===== src/rtl/irq_aggregator.sv =====
module irq_aggregator #(
  parameter int W = 32,
  parameter int AW = 3,
  parameter logic [W-1:0] VALID_BITS = 32'h800F_FFFF,
  parameter logic [W-1:0] RESET_KEY = 32'h0000_DEAD
) (
  input  logic          clk,
  input  logic          rst_n,
  input  logic          bus_wr,
  input  logic [AW-1:0] bus_addr,
  input  logic [W-1:0]  bus_wdata,
  output logic [W-1:0]  bus_rdata,
  input  logic [W-1:0]  irq_lines,
  output logic          cpu_irq,
  output logic          sys_reset_req
);

  localparam logic [AW-1:0] A_SUM  = AW'(0);
  localparam logic [AW-1:0] A_EN   = AW'(1);
  localparam logic [AW-1:0] A_TRIG = AW'(2);
  localparam logic [AW-1:0] A_POL  = AW'(3);
  localparam logic [AW-1:0] A_CLR  = AW'(4);
  localparam logic [AW-1:0] A_RST  = AW'(5);

  logic [W-1:0] en_q, trig_q, pol_q, clr_q, pend_q, act_q;
  logic [W-1:0] act, summary;
  logic         rst_q;

  assign act     = ~(irq_lines ^ pol_q);
  assign summary = VALID_BITS & ((trig_q & pend_q) | (~trig_q & act));
  assign cpu_irq = |(summary & en_q);
  assign sys_reset_req = rst_q;

  always_ff @(posedge clk or negedge rst_n) begin
    if (!rst_n) begin
      en_q   <= '0;
      trig_q <= '0;
      pol_q  <= '0;
      clr_q  <= '0;
      pend_q <= '0;
      act_q  <= '0;
      rst_q  <= 1'b0;
    end else begin
      pend_q <= (pend_q | (act & ~act_q)) & trig_q & ~clr_q & VALID_BITS;
      act_q  <= act;
      rst_q  <= bus_wr && bus_addr == A_RST && bus_wdata == RESET_KEY && !rst_q;
      if (bus_wr) begin
        case (bus_addr)
          A_EN:    en_q   <= bus_wdata & VALID_BITS;
          A_TRIG:  trig_q <= bus_wdata & VALID_BITS;
          A_POL:   pol_q  <= bus_wdata & VALID_BITS;
          A_CLR:   clr_q  <= bus_wdata & VALID_BITS;
          default: ;
        endcase
      end
    end
  end

  always_comb begin
    case (bus_addr)
      A_SUM:   bus_rdata = summary;
      A_EN:    bus_rdata = en_q;
      A_TRIG:  bus_rdata = trig_q;
      A_POL:   bus_rdata = pol_q;
      A_CLR:   bus_rdata = clr_q;
      default: bus_rdata = '0;
    endcase
  end

  a_r1_no_irq_when_masked: assert property (@(posedge clk) disable iff (!rst_n)
    (en_q == '0) |-> !cpu_irq);

  a_r3_reserved_zero: assert property (@(posedge clk) disable iff (!rst_n)
    ((bus_rdata & ~VALID_BITS) == '0));

  a_r6_pending_holds: assert property (@(posedge clk) disable iff (!rst_n)
    1'b1 |=> (($past(pend_q & trig_q & ~clr_q) & ~pend_q) == '0));

  a_r7_clear_forces_zero: assert property (@(posedge clk) disable iff (!rst_n)
    1'b1 |=> (($past(clr_q) & pend_q) == '0));

  a_r9_single_pulse: assert property (@(posedge clk) disable iff (!rst_n)
    sys_reset_req |=> !sys_reset_req);

  a_r9_key_only: assert property (@(posedge clk) disable iff (!rst_n)
    $rose(sys_reset_req) |-> $past(bus_wr && bus_addr == A_RST && bus_wdata == RESET_KEY));

endmodule


===== config.mk =====
export PLATFORM = sky130hd
export DESIGN_NAME = irq_aggregator
export DESIGN_NICKNAME = d
export VERILOG_FILES = /design/src/rtl/irq_aggregator.sv
export SDC_FILE = /design/constraint.sdc
export NUM_CORES = 1
export LEC_CHECK = 0
export BUFFER_PORTS_ARGS = -buffer_cell sky130_fd_sc_hd__buf_2
export CAP_MARGIN = 20
export CELL_PAD_IN_SITES_DETAIL_PLACEMENT = 0
export CELL_PAD_IN_SITES_GLOBAL_PLACEMENT = 1
export CORE_MARGIN = 2
export CORE_UTILIZATION = 48
export CTS_CLUSTER_SIZE = 20
export DETAILED_ROUTE_END_ITERATION = 8
export PLACE_DENSITY = 0.87
export SETUP_SLACK_MARGIN = 0.2
export SYNTH_ARGS = -nofsm -noshare
export SYNTH_HDL_FRONTEND = slang
export SYNTH_SLANG_ARGS = --single-unit
export TNS_END_PERCENT = 10

===== constraint.sdc =====
create_clock -name clk -period 3.8 [get_ports clk]
set_input_delay 0.57 -clock clk [delete_from_list [all_inputs] [get_ports clk]]
set_output_delay 0.57 -clock clk [all_outputs]
set_load 0.05 [all_outputs]

==> run metrics <==
status completed; ANT cells 0; crit-path max FO 4; latest clock arrival within the worst-skew pair 0.42 ns; PostCTS Resize Cnt 0; CP arrival 2.40 ns; Inst Count DP 768; most common cell after layout, fill and taps aside dfrtp_1; first-pass GRT wire length 23800 microns; number of global-route vias before repair 4467; Metal-1 WL 6530 microns; via count 4463; gr ovfl total 0; gpl congestion 0.840; largest net degree at the start of global routing 82; Hold Path Class input port to asynchronous set/reset pin; fmax 0.336 GHz; Yosys reg bits 127; Pleak 3.19 nW; CTS max path bufs 2; CP endpoint kind primary output; Num CTS Buffers 17; Core ar. 0.0121 sq mm; Yosys Warn Count 0; # setup viols final 0; Routed wire per std cell 18.7 microns; Final Max Slew Viols 0; Die X 116 microns; WL met2 7230 microns; Row Count 40; GRT Util Overall 23.8%; Total Negative Setup Slacks 0 ns; DR top layer met4; H-tree depth 4; Rel. slew slack 30.9%; Max-cap violations 0; Post-DRT Antenna Nets 0; cell count after synthesis 528; Layout Cells excl Fill 800; DIE AREA 0.0134 sq mm; cell area after synthesis 0.00599 sq mm; Via density 5.58; layout cells sized above 1 31.8%; DR iter-0 viols 393; Post-CTS Setup Repair Bufs 0; Mapped Avg Cell Area 11.3 sq um; final core occ 59.3%; Req. time, crit path 3.23 ns; Starting Density 49.4%; Worst-path clk slew 0.06 ns; Cell variety after synth 35; root buf cell clkbuf_16; RSZ-0062 raised after global routing no; clk_skew 0.00441 ns; drt pass-1 iters 5; most frequent cells in the layout 127 x dfrtp_1, 80 x buf_2, 71 x mux2_2, 60 x nor2_1, 43 x a22oi_1; IO Pins 104; HPWL after detailed placement 9890 microns; post-synthesis sequential area ratio 53.1%; chip height 116 microns; Fin. Hold Viols 0; synth-to-layout area growth 19.9%; routed wl met3 976 microns; peak supply drop 0.439 mV; clk sinks 127; nets 689; initial antenna violation count 0; DRC Markers 0; Critical Path Source Type flop; Tmin final 2.97 ns; Final Cycle Share 78.3%; IO buf count 81; detailed-route wire length 15000 microns; hold buffer count at cts 0; Power Density 628 mW/mm^2; Crit Path Category flop to primary output; hold slack 0.163 ns; TritonCTS clock tree done; Slew @ Worst Pin 1.04 ns
==> cell families (layout without fill, tap and decap cells) <==
family          count (synthesis)  in the layout  synth area share [%]
buf+inv                        58            152                  4.76
flops                         127            127                  53.1
mux                            77             77                  14.5
other cells                     1             11                0.0626
compound gates                 94             94                  10.9
xor+xnor                       21             21                  3.07
simple gates                  150            150                  13.7
==> synthesized netlist by cell type <==
cell         n  area, sq um
clkbuf_1     9         33.8
dfrtp_1    127         3180
a22oi_1     43          323
nor3_1       1         5.00
and4bb_2     1         12.5
nor4bb_1     2         20.0
o32ai_1      1         8.76
nand3_1     16         80.1
and2_1       2         12.5
mux2_2      71          800
buf_6        1         11.3
buf_4       14          105
inv_1       28          105
o221a_2      1         11.3
nand2_1     12         45.0
nand4_1      5         31.3
a21oi_1     18         90.1
a2111oi_2    1         15.0
nand4b_1     2         17.5
buf_2        6         30.0
nor4_1       7         43.8
conb_1       1         3.75
nand2b_1     4         25.0
nor3b_2      2         25.0
o21ai_0      9         45.0
and4b_1      2         20.0
xor2_1      21          184
o211ai_1    18          135
mux2_1       6         67.6
nor2_1      60          225
o22a_1       2         17.5
or3_1        1         6.26
and3b_1      1         8.76
nor3b_1     32          240
o21ai_1      1         5.00
==> routing by layer <==
layer	track usage (%)	up-vias
met3	5.96	21
met2	38.2	155
met1	31.4	2231
met4	9.13	0
met5	0	-
li1	-	2056
==> worst max-delay path, cell delays in order (launching register included) <==
cell      delay, ns
dfrtp_1        0.40
xor2_1         0.32
nor3b_1        0.11
nor4_1         0.46
nand4_1        0.20
nand4b_1       0.25
buf_2          0.24
==> final timing paths <==
kind                       depth (start not counted)       endpoint           from  slack, ns
min in group clk                                   3      act_q[14]  irq_lines[14]       0.40
setup / recovery                                   6        cpu_irq       pol_q[1]       0.83
hold / removal                                     1      act_q[16]          rst_n       0.16
setup reg to reg                                   3  sys_reset_req  sys_reset_req       2.56
hold reg to reg                                    1      pend_q[5]       clr_q[5]       0.45
max in group asynchronous                          2        en_q[6]          rst_n       2.78
==> power by group <==
part	switching [mW]	internal, mW	leakage [nW]
clock	0.629	1.04	0.282
combinational	0.562	0.391	1.36
sequential	0.244	1.64	1.56
total	1.43	3.07	3.19
==> registers in the layout, indices dropped and copies added, names as in the netlist <==
register and flops:
act_q 21, sys_reset_req 1, en_q 21, clr_q 21, pend_q 21, pol_q 21
trig_q 21
==> cell type report <==
type,instances,area (sq um)
tap,168,210
multi-input combinational,353,2570
timing repair buffer,92,503
fill,1030,4930
clock inverter,15,189
clock buffer,17,425
sequential,127,3180
inverter,28,105
==> per-stage QoR <==
stage               setup slack [ns]  power, mW  instance area (sq um)
finish                         0.826       4.51                   7180
detailed placement             0.968       2.86                   6560
global placement               0.929       2.81                   6560
global route                   0.729       4.74                   7180
CTS                            0.806       4.53                   7180
floorplan                       1.25       2.56                   6020
(Power assumes the default switching activity.)
